### src/rtl/dsk_pkg.sv
`timescale 1ns/1ps
package dsk_pkg;
   // Lock controller state: hunting for lock, or holding it
   typedef enum logic [0:0] {
      LK_HUNT = 1'b0,
      LK_HELD = 1'b1
   } lock_state_e;

   // Default alignment control character (K28.3)
   localparam logic [7:0] DSK_ALIGN_K = 8'h7C;
endpackage

### src/rtl/dsk_lane_fifo.sv
`timescale 1ns/1ps
module dsk_lane_fifo #(
   parameter int unsigned WIDTH = 9,
   parameter int unsigned DEPTH = 16
) (
   input  logic                     clk,
   input  logic                     rst_n,
   input  logic                     flush,
   input  logic                     wr_en,
   input  logic [WIDTH-1:0]         wr_data,
   input  logic                     rd_en,
   output logic [WIDTH-1:0]         rd_data,
   output logic [$clog2(DEPTH):0]   level
);
   localparam int unsigned AW = $clog2(DEPTH);
   localparam int unsigned LW = AW + 1;

   logic [WIDTH-1:0] mem [DEPTH];
   logic [AW-1:0]    wr_ptr;
   logic [AW-1:0]    rd_ptr;

   // Pointers and occupancy; a flush empties the queue at once
   always_ff @(posedge clk or negedge rst_n) begin
      if (!rst_n) begin
         wr_ptr <= '0;
         rd_ptr <= '0;
         level  <= '0;
      end else if (flush) begin
         wr_ptr <= '0;
         rd_ptr <= '0;
         level  <= '0;
      end else begin
         if (wr_en) wr_ptr <= wr_ptr + 1'b1;
         if (rd_en) rd_ptr <= rd_ptr + 1'b1;
         level <= level + LW'(wr_en) - LW'(rd_en);
      end
   end

   // Storage carries no reset
   always_ff @(posedge clk) begin
      if (wr_en && !flush) mem[wr_ptr] <= wr_data;
   end

   // Registered read port; a full queue may be written and read on one edge
   always_ff @(posedge clk or negedge rst_n) begin
      if (!rst_n)                rd_data <= '0;
      else if (rd_en && !flush)  rd_data <= mem[rd_ptr];
   end
endmodule

### src/rtl/dsk_lock_fsm.sv
`timescale 1ns/1ps
module dsk_lock_fsm
   import dsk_pkg::*;
#(
   parameter int unsigned LANES     = 4,
   parameter int unsigned LOCK_COLS = 4,
   parameter int unsigned LOSS_COLS = 4
) (
   input  logic             clk,
   input  logic             rst_n,
   input  logic             force_restart,
   input  logic             col_valid,
   input  logic [LANES-1:0] col_marks,
   output logic             aligned,
   output logic             drop_req
);
   localparam int unsigned GW = $clog2(LOCK_COLS + 1);
   localparam int unsigned BW = $clog2(LOSS_COLS + 1);

   lock_state_e   state;
   logic [GW-1:0] good_cnt;
   logic [BW-1:0] bad_cnt;
   logic          col_all;
   logic          col_bad;

   assign col_all = col_valid && (&col_marks);
   assign col_bad = col_valid && (|col_marks) && !(&col_marks);

   // Broken column: fatal while hunting, counted while held
   assign drop_req = col_bad &&
                     ((state == LK_HUNT) || (bad_cnt == BW'(LOSS_COLS - 1)));

   always_ff @(posedge clk or negedge rst_n) begin
      if (!rst_n) begin
         state    <= LK_HUNT;
         good_cnt <= '0;
         bad_cnt  <= '0;
      end else if (force_restart || drop_req) begin
         state    <= LK_HUNT;
         good_cnt <= '0;
         bad_cnt  <= '0;
      end else if (col_all) begin
         if (state == LK_HUNT) begin
            if (good_cnt == GW'(LOCK_COLS - 1)) begin
               state    <= LK_HELD;
               good_cnt <= '0;
            end else begin
               good_cnt <= good_cnt + 1'b1;
            end
         end else begin
            bad_cnt <= '0;
         end
      end else if (col_bad) begin
         bad_cnt <= bad_cnt + 1'b1;
      end
   end

   assign aligned = (state == LK_HELD);
endmodule

### src/rtl/lane_deskew.sv
`timescale 1ns/1ps
module lane_deskew
   import dsk_pkg::*;
#(
   parameter int unsigned        LANES      = 4,
   parameter int unsigned        DATA_W     = 8,
   parameter int unsigned        FIFO_DEPTH = 16,
   parameter logic [DATA_W-1:0]  ALIGN_CODE = DATA_W'(DSK_ALIGN_K),
   parameter int unsigned        LOCK_COLS  = 4,
   parameter int unsigned        LOSS_COLS  = 4
) (
   input  logic                      clk,
   input  logic                      rst_n,
   input  logic [LANES*DATA_W-1:0]   in_data,
   input  logic [LANES-1:0]          in_ctrl,
   input  logic [LANES-1:0]          in_sync,
   output logic [LANES*DATA_W-1:0]   out_data,
   output logic [LANES-1:0]          out_ctrl,
   output logic                      out_valid,
   output logic                      aligned
);
   localparam int unsigned SKW = $clog2(FIFO_DEPTH);
   localparam int unsigned LVW = SKW + 1;
   localparam int unsigned WW  = DATA_W + 1;

   // Elaboration-time parameter checks
   if (LANES != 4) begin : g_bad_lanes
      $error("lane_deskew: LANES must be 4");
   end
   if ((FIFO_DEPTH < 4) || ((FIFO_DEPTH & (FIFO_DEPTH - 1)) != 0)) begin : g_bad_depth
      $error("lane_deskew: FIFO_DEPTH must be a power of two, at least 4");
   end
   if ((LOCK_COLS < 1) || (LOSS_COLS < 1)) begin : g_bad_counts
      $error("lane_deskew: LOCK_COLS and LOSS_COLS must be at least 1");
   end
   if (DATA_W < 8) begin : g_bad_width
      $error("lane_deskew: DATA_W must be at least 8");
   end

   logic [LANES-1:0]      lane_mark;
   logic [LANES-1:0]      started;
   logic [LANES-1:0]      start_now;
   logic [LANES-1:0]      wr_en;
   logic [LANES-1:0]      col_marks;
   logic [LANES*LVW-1:0]  fifo_level;
   logic [SKW-1:0]        skew_cnt;
   logic                  any_st;
   logic                  all_st;
   logic                  sync_ok;
   logic                  skew_fail;
   logic                  ext_restart;
   logic                  drop_req;
   logic                  restart;
   logic                  rd_en;

   assign sync_ok     = &in_sync;
   assign any_st      = |started;
   assign all_st      = &started;
   assign skew_fail   = any_st && !all_st && (skew_cnt == SKW'(FIFO_DEPTH - 1));
   assign ext_restart = !sync_ok || skew_fail;
   assign restart     = ext_restart || drop_req;
   assign rd_en       = !restart && all_st;

   for (genvar g = 0; g < LANES; g++) begin : g_lane
      logic [WW-1:0] rd_word;

      assign lane_mark[g] = in_ctrl[g] &&
                            (in_data[g*DATA_W +: DATA_W] == ALIGN_CODE);
      assign start_now[g] = !restart && !started[g] && lane_mark[g];
      assign wr_en[g]     = !restart && (started[g] || start_now[g]);

      dsk_lane_fifo #(
         .WIDTH (WW),
         .DEPTH (FIFO_DEPTH)
      ) u_fifo (
         .clk     (clk),
         .rst_n   (rst_n),
         .flush   (restart),
         .wr_en   (wr_en[g]),
         .wr_data ({in_ctrl[g], in_data[g*DATA_W +: DATA_W]}),
         .rd_en   (rd_en),
         .rd_data (rd_word),
         .level   (fifo_level[g*LVW +: LVW])
      );

      assign out_data[g*DATA_W +: DATA_W] = rd_word[DATA_W-1:0];
      assign out_ctrl[g]                  = rd_word[DATA_W];
      assign col_marks[g] = rd_word[DATA_W] && (rd_word[DATA_W-1:0] == ALIGN_CODE);
   end

   // Per-lane start flags and the skew window counter
   always_ff @(posedge clk or negedge rst_n) begin
      if (!rst_n) begin
         started  <= '0;
         skew_cnt <= '0;
      end else begin
         started  <= restart ? '0 : (started | start_now);
         skew_cnt <= (restart || !any_st || all_st) ? '0 : (skew_cnt + 1'b1);
      end
   end

   always_ff @(posedge clk or negedge rst_n) begin
      if (!rst_n) out_valid <= 1'b0;
      else        out_valid <= rd_en;
   end

   dsk_lock_fsm #(
      .LANES     (LANES),
      .LOCK_COLS (LOCK_COLS),
      .LOSS_COLS (LOSS_COLS)
   ) u_lock (
      .clk           (clk),
      .rst_n         (rst_n),
      .force_restart (ext_restart),
      .col_valid     (out_valid),
      .col_marks     (col_marks),
      .aligned       (aligned),
      .drop_req      (drop_req)
   );
endmodule

### config.mk
export PLATFORM = sky130hd
export DESIGN_NAME = lane_deskew
export DESIGN_NICKNAME = d
export VERILOG_FILES = /design/src/rtl/dsk_pkg.sv /design/src/rtl/dsk_lane_fifo.sv /design/src/rtl/dsk_lock_fsm.sv /design/src/rtl/lane_deskew.sv
export SDC_FILE = /design/constraint.sdc
export NUM_CORES = 1
export LEC_CHECK = 0
export ABC_AREA = 1
export CELL_PAD_IN_SITES_DETAIL_PLACEMENT = 0
export CELL_PAD_IN_SITES_GLOBAL_PLACEMENT = 1
export CORE_ASPECT_RATIO = 1.1
export CORE_MARGIN = 8
export CORE_UTILIZATION = 39
export CTS_BUF_LIST = sky130_fd_sc_hd__clkbuf_8
export DETAILED_ROUTE_END_ITERATION = 10
export PLACE_DENSITY_LB_ADDON = 0.1
export SYNTH_ARGS = -nofsm -noshare
export SYNTH_HDL_FRONTEND = slang
export SYNTH_HIERARCHICAL = 1
export SYNTH_SLANG_ARGS = --single-unit
### constraint.sdc
create_clock -name clk -period 9.7 [get_ports clk]
set_clock_uncertainty 0.2 [all_clocks]
set_input_delay 1.94 -clock clk [delete_from_list [all_inputs] [get_ports clk]]
set_output_delay 1.94 -clock clk [all_outputs]
set_load 0.02 [all_outputs]
==> results of run 1 <==
[layout by cell type (no fill, tap or decap), types with 3 or more instances in the layout]
cell type	n
clkbuf_8	124
clkinv_1	21
buf_4	37
nand3b_1	4
ha_1	24
nand2_1	951
a22o_1	4
inv_1	104
nand4_1	12
a21oi_1	16
nor2_1	108
dfrtp_2	4
bufinv_16	3
o21ai_0	28
nand3_1	446
nand2_2	6
nor4_1	4
edfxtp_1	576
inv_2	11
nand3_4	3
dfrtp_1	80
clkdlybuf4s50_1	78
clkinv_2	8
[per-layer routing]
metal / track usage / up-vias / routed length, um
li1: - / 8702 / -
met2: 0.289 / 385 / 33500
met5: 0 / - / 0
met3: 0.0263 / 82 / 2920
met1: 0.239 / 8618 / 32200
met4: 0.0507 / 0 / 1220
[registers in the layout, summed over array words and instances, names as in the netlist]
signal	count
g_lane.u_fifo/mem	576
g_lane.u_fifo/wr_ptr	16
u_lock/bad_cnt	3
u_lock/good_cnt	3
skew_cnt	4
u_lock/aligned	1
g_lane.u_fifo/rd_ptr	16
g_lane.u_fifo/rd_data	36
started	4
out_valid	1
[per-stage QoR]
stage	power [mW]	cell area [sq um]	util
CTS	5.56	31100	0.445
detailed placement	3.24	29000	0.415
global route	5.68	31100	0.445
floorplan	3.15	27400	-
global placement	3.23	29000	0.415
finish	5.48	31100	0.445
[final timing paths]
check	start	endpoint	slack, ps	cells after the start
min in group asynchronous	rst_n	g_lane[0].u_fifo/rd_data[1]	910	1
hold reg to reg	skew_cnt[0]	skew_cnt[0]	270	1
hold / removal	skew_cnt[0]	skew_cnt[0]	270	1
max in group asynchronous	rst_n	g_lane[2].u_fifo/rd_ptr[0]	7060	2
setup / recovery	in_ctrl[1]	g_lane[1].u_fifo/mem[6][6]	4810	11
setup reg to reg	g_lane[3].u_fifo/rd_data[7]	g_lane[3].u_fifo/rd_ptr[0]	4850	15
[area by class of cell]
cell class	instances	area (sq um)	share of cell area
multi-input cells	1620	7120	0.229
flip-flops and latches	660	19400	0.623
inverters	76	285	0.00916
clock inverters	74	379	0.0122
well taps	936	1170	0.0376
repair buffers	115	1060	0.0340
diodes	1	2.50	0.0000804
clock buffers	124	1710	0.0548
[critical path: cells and delay by family]
family	cells	cell delay, ps
and+or+nand+nor	8	1880
buffers and inverters	3	1130
[power by group]
part	switching, mW	internal (mW)
clock network	1.06	1.24
logic	0.0628	0.0228
registers	0.000113	3.09
==> flow_metrics.py, run 1 <==
metrics = {
    "worst_hold_path": {
        "worstHoldPathType": "flip-flop to flip-flop",
    },
    "clock_tree": {
        "cts_setup_buffers": 0,
        "cts_hold_repair.buffers": 0,
        "post_cts_clock_slew_at_the_launch_and_capture_registers_of_the_worst_setup_and_hold_paths_ps": 60,
        "clock_tree.htree_level_count": 3,
        "post_cts_resized": 0,
        "clock_tree.buffer_depth": 3,
        "clock_sink_count": 660,
        "clk_latency_ps": 660,
        "tritoncts_clock_tree": "yes",
        "root_buffer": "clkbuf_8",
        "cts_buffers": 106,
    },
    "timing": {
        "setup_tns_ps": 0,
        "worstMarginPinSlew_ps": 1110,
        "rsz0062_at_grt": "no",
        "period_share": 0.504,
        "report.final.hold_viol_count": 0,
        "fin_ws_ps": 4810,
        "timing.slew.headroom": 0.254,
        "setup_viol": 0,
        "clock.fmax_mhz": 204,
        "post-route-min-period_ps": 4890,
        "fin_worst_hold_slack_ps": 267,
        "drv_slew": 0,
    },
    "setup_path": {
        "worst_path_max_delay_cell": "clkdlybuf4s50_1",
        "critPathKind": "primary input to flip-flop",
        "critical_path.most_common_cell": "nor2_1",
        "critical_path.max_stage_delay_ps": 1030,
        "cp.arrival_ps": 4970,
        "end_kind": "flip-flop",
        "timing.critical_path.cells": "clkdlybuf4s50_1, nand2_1, nor2_1, nand3_1, nand2_1, inv_1, nor2_1, inv_1, nor2_1, nand2_1, nor2_1",
        "critical_path_required_ps": 9780,
        "critPathMaxFanout": 17,
        "startpoint_type_of_the_worst_setup_path": "primary input",
    },
    "routing": {
        "post_drt_via_cell_ratio": 4.93,
        "totalWireLength_mm": 69.8,
        "average_routed_wire_per_standard_cell_um": 19.4,
        "drc_errors": 0,
        "route.vias.total": 17800,
        "postRouteAntennaNets": 0,
        "drt_iter0_drcs": 1218,
        "drt_pass1_iterations": 5,
    },
    "power_and_ir_drop": {
        "max-vdd-ir-drop_mv": 0.0893,
        "standby_leakage_power_nw": 11.7,
        "cellPowerDensity_nw_per_um2": 176,
    },
    "synthesis": {
        "syn-cell-area_sq_um": 27400,
        "synthesis.yosys.warnings": 6,
        "syn-instance-count": 2472,
        "synth_area_per_cell_sq_um": 11.1,
        "syn-num-nets": 2538,
    },
    "die": {
        "die_height_um": 294,
        "placementRows": 102,
        "io-pin-count": 80,
        "die_area_sq_um": 79000,
        "start_util": 0.392,
        "coreArea_sq_um": 69900,
        "die-width_um": 269,
    },
    "place": {
        "port_buffers": 79,
        "gp_congestion": 0.778,
        "placedCellCount": 3407,
        "post-place-ws_ps": 4100,
        "dp.final_hpwl_mm": 41.9,
    },
    "job": {
        "cap_viol_max_count": 0,
    },
    "global_routing": {
        "grt_first_pass_wirelength_mm": 106,
        "initial_antenna_violation_count": 1,
        "gr-usage-all-layers": 0.175,
        "grt_pass1_vias": 17700,
        "grt.overflow.total": 0,
        "maximum_number_of_pins_on_one_net_before_global_route_repair": 78,
    },
    "layout": {
        "post_route_cells_drive_above_1_share": 0.0776,
        "layout.cells.non_filler": 3606,
        "area_growth_syn_to_fin_pct": 13.6,
        "nNetsFinal": 2645,
        "fillers": 6697,
    },
    "run_status": {
        "status": "completed",
    },
}
No activity file was read; power rests on OpenSTA's default activity.
==> run 2, diff against run 1 <==
==> constraint.sdc (replaced) <==
create_clock -name clk -period 4.65 [get_ports clk]
set_clock_uncertainty 0.2 [all_clocks]
set_input_delay 0.93 -clock clk [delete_from_list [all_inputs] [get_ports clk]]
set_output_delay 0.93 -clock clk [all_outputs]
set_load 0.02 [all_outputs]
==> flow_metrics.py, run 2 (synthesis gave the netlist of run 1 again) <==
metrics = {
    "routing": {
        "drt_iter0_drcs": 1336,
        "drc_errors": 0,
        "drt_pass1_iterations": 5,
        "totalWireLength_mm": 72.1,
        "route.vias.total": 18100,
        "postRouteAntennaNets": 0,
        "average_routed_wire_per_standard_cell_um": 19.5,
        "post_drt_via_cell_ratio": 4.90,
    },
    "timing": {
        "rsz0062_at_grt": "no",
        "drv_slew": 0,
        "setup_tns_ps": 0,
        "post-route-min-period_ps": 3790,
        "clock.fmax_mhz": 264,
        "report.final.hold_viol_count": 0,
        "fin_worst_hold_slack_ps": 81.2,
        "worstMarginPinSlew_ps": 1290,
        "timing.slew.headroom": 0.140,
        "setup_viol": 0,
        "period_share": 0.816,
    },
    "die": {
        "start_util": 0.392,
        "die_height_um": 294,
        "io-pin-count": 80,
        "placementRows": 102,
        "die_area_sq_um": 79000,
        "coreArea_sq_um": 69900,
        "die-width_um": 269,
    },
    "setup_path": {
        "cp.arrival_ps": 3970,
        "worst_r2r_startpoint": "g_lane[1].u_fifo/rd_data[7]",
        "r2r_end": "g_lane[1].u_fifo/mem[0][1]",
        "reg2regPathDepth": 14,
        "end_kind": "flip-flop",
        "critPathMaxFanout": 16,
        "critical_path.max_stage_delay_ps": 620,
        "regToRegSetupSlack_ps": 860,
        "critPathKind": "flip-flop to flip-flop",
        "timing.critical_path.cells": "nand3b_1, nor4_1, nand2_1, inv_2, nand2_2, nand4_2, inv_1, inv_1, nand3_4, buf_4, nor2_1, nand2_1, nor2_1, buf_4",
        "worst_path_max_delay_cell": "nor4_1",
        "startpoint_type_of_the_worst_setup_path": "flip-flop",
        "critical_path_required_ps": 4830,
    },
    "global_routing": {
        "maximum_number_of_pins_on_one_net_before_global_route_repair": 77,
        "global_route_met3_usage": 0.0272,
        "grt_pass1_vias": 18300,
        "grt_first_pass_wirelength_mm": 110,
        "met1_routing_resource_usage_after_global_routing": 0.246,
        "top_usage_layer": "met2",
        "gr-usage-all-layers": 0.182,
        "grt_util_met2": 0.303,
        "initial_antenna_violation_count": 2,
        "grt.overflow.total": 0,
    },
    "clock_tree": {
        "root_buffer": "clkbuf_8",
        "clk_latency_ps": 690,
        "cts_hold_repair.buffers": 0,
        "post_cts_resized": 0,
        "cts_buffers": 108,
        "clock_sink_count": 660,
        "post_cts_clock_slew_at_the_launch_and_capture_registers_of_the_worst_setup_and_hold_paths_ps": 60,
        "tritoncts_clock_tree": "yes",
        "clock_tree.buffer_depth": 3,
        "clock_tree.htree_level_count": 3,
        "cts_setup_buffers": 0,
    },
    "layout": {
        "fillers": 6678,
        "layout_top_registers": "g_lane.u_fifo/mem x576, g_lane.u_fifo/rd_data x36",
        "max_flop_register": "g_lane.u_fifo/mem",
        "post_route_cells_drive_above_1_share": 0.109,
        "mostFrequentLayoutCell": "nand2_1",
        "area_growth_syn_to_fin_pct": 15.9,
        "layout.cells.most_common_list": "nand2_1, edfxtp_1, nand3_1, buf_4, clkbuf_8",
        "largest_register_ffs": 576,
        "nNetsFinal": 2739,
    },
    "place": {
        "port_buffers": 79,
        "gp_congestion": 0.809,
        "dp.final_hpwl_mm": 45.7,
    },
    "power_and_ir_drop": {
        "cellInternalPower_mw": 9.04,
        "power.share.switching": 0.212,
        "standby_leakage_power_nw": 12.2,
        "power_frac_comb": 0.018,
        "max-vdd-ir-drop_mv": 0.207,
        "share_seq_of_total_power": 0.562,
        "net-switching-power_mw": 2.43,
        "cellPowerDensity_nw_per_um2": 361,
        "pwr-share-clk": 0.420,
    },
    "run_status": {
        "status": "completed",
    },
    "worst_hold_path": {
        "worstHoldPathType": "primary input to async pin",
    },
    "job": {
        "cap_viol_max_count": 0,
    },
}
[run 2: cell count changes in the layout (fill, tap and decap cells not counted), moves of 2 or more]
| cell | before | now |
|---|---|---|
| clkinv_1 | 21 | 36 |
| clkinv_2 | 8 | 18 |
| clkbuf_8 | 124 | 114 |
| inv_1 | 104 | 84 |
| bufinv_16 | 3 | 5 |
| buf_4 | 37 | 129 |
[run 2: area by class of cell]
class,instances,area [sq um],area share
timing repair buffer,207,1750,0.0550
clock buffer,114,1570,0.0494
antenna,1,2.50,0.0000787
tap,936,1170,0.0368
inverter,76,285,0.00898
sequential,660,19400,0.611
clock inverter,82,482,0.0152
multi-input combinational,1620,7120,0.224
[run 2: critical path: cells and delay by family (launching register included)]
kind	cells	cell delay, ps
buffers and inverters	5	770
and+or+nand+nor	9	2110
DFF	1	390
[run 2: per-layer routing]
layer | routed length (um) | vias to the layer above | share of wire
met5 | 13 | - | 0.00018
met4 | 1520 | 2 | 0.021
met3 | 3380 | 108 | 0.047
met2 | 35000 | 420 | 0.49
met1 | 32200 | 8708 | 0.45
li1 | - | 8884 | -
[run 2: worst max path at each step]
stage / cells after the start / slack [ps] / start / to
CTS: 14 / 860 / g_lane[1].u_fifo/rd_data[7] / g_lane[1].u_fifo/mem[0][1]
floorplan: 14 / 1320 / g_lane[2].u_fifo/rd_data[7] / g_lane[0].u_fifo/mem[0][0]
global placement: 16 / 940 / g_lane[1].u_fifo/rd_data[7] / g_lane[2].u_fifo/mem[10][2]
finish: 14 / 860 / g_lane[1].u_fifo/rd_data[7] / g_lane[1].u_fifo/mem[0][1]
detailed placement: 14 / 890 / g_lane[1].u_fifo/rd_data[7] / g_lane[1].u_fifo/mem[0][8]
global route: 16 / 510 / g_lane[1].u_fifo/rd_data[7] / g_lane[2].u_fifo/mem[14][3]
[run 2: metrics by stage]
| step | util | setup slack (ps) | area, sq um | std cells | total power, mW |
|---|---|---|---|---|---|
| 6_report | 0.454 | 857 | 31800 | 3696 | 11.5 |
| 3_3_place_gp | 0.425 | 944 | 29700 | 3499 | 6.78 |
| 3_5_place_dp | 0.425 | 895 | 29700 | 3499 | 6.78 |
| 5_1_grt | 0.454 | 515 | 31800 | 3696 | 11.9 |
| 4_1_cts | 0.454 | 857 | 31800 | 3695 | 11.7 |
| 2_1_floorplan | - | 1320 | 27400 | 2472 | 6.58 |
[run 2: power groups by stage]
stage / Sequential, mW / Clock, mW / Combinational (mW)
finish: 6.44 / 4.82 / 0.205
global route: 6.44 / 5.26 / 0.224
CTS: 6.44 / 5.00 / 0.214
detailed placement: 6.56 / 0 / 0.214
global placement: 6.56 / 0 / 0.212
floorplan: 6.57 / 0 / 0.0126
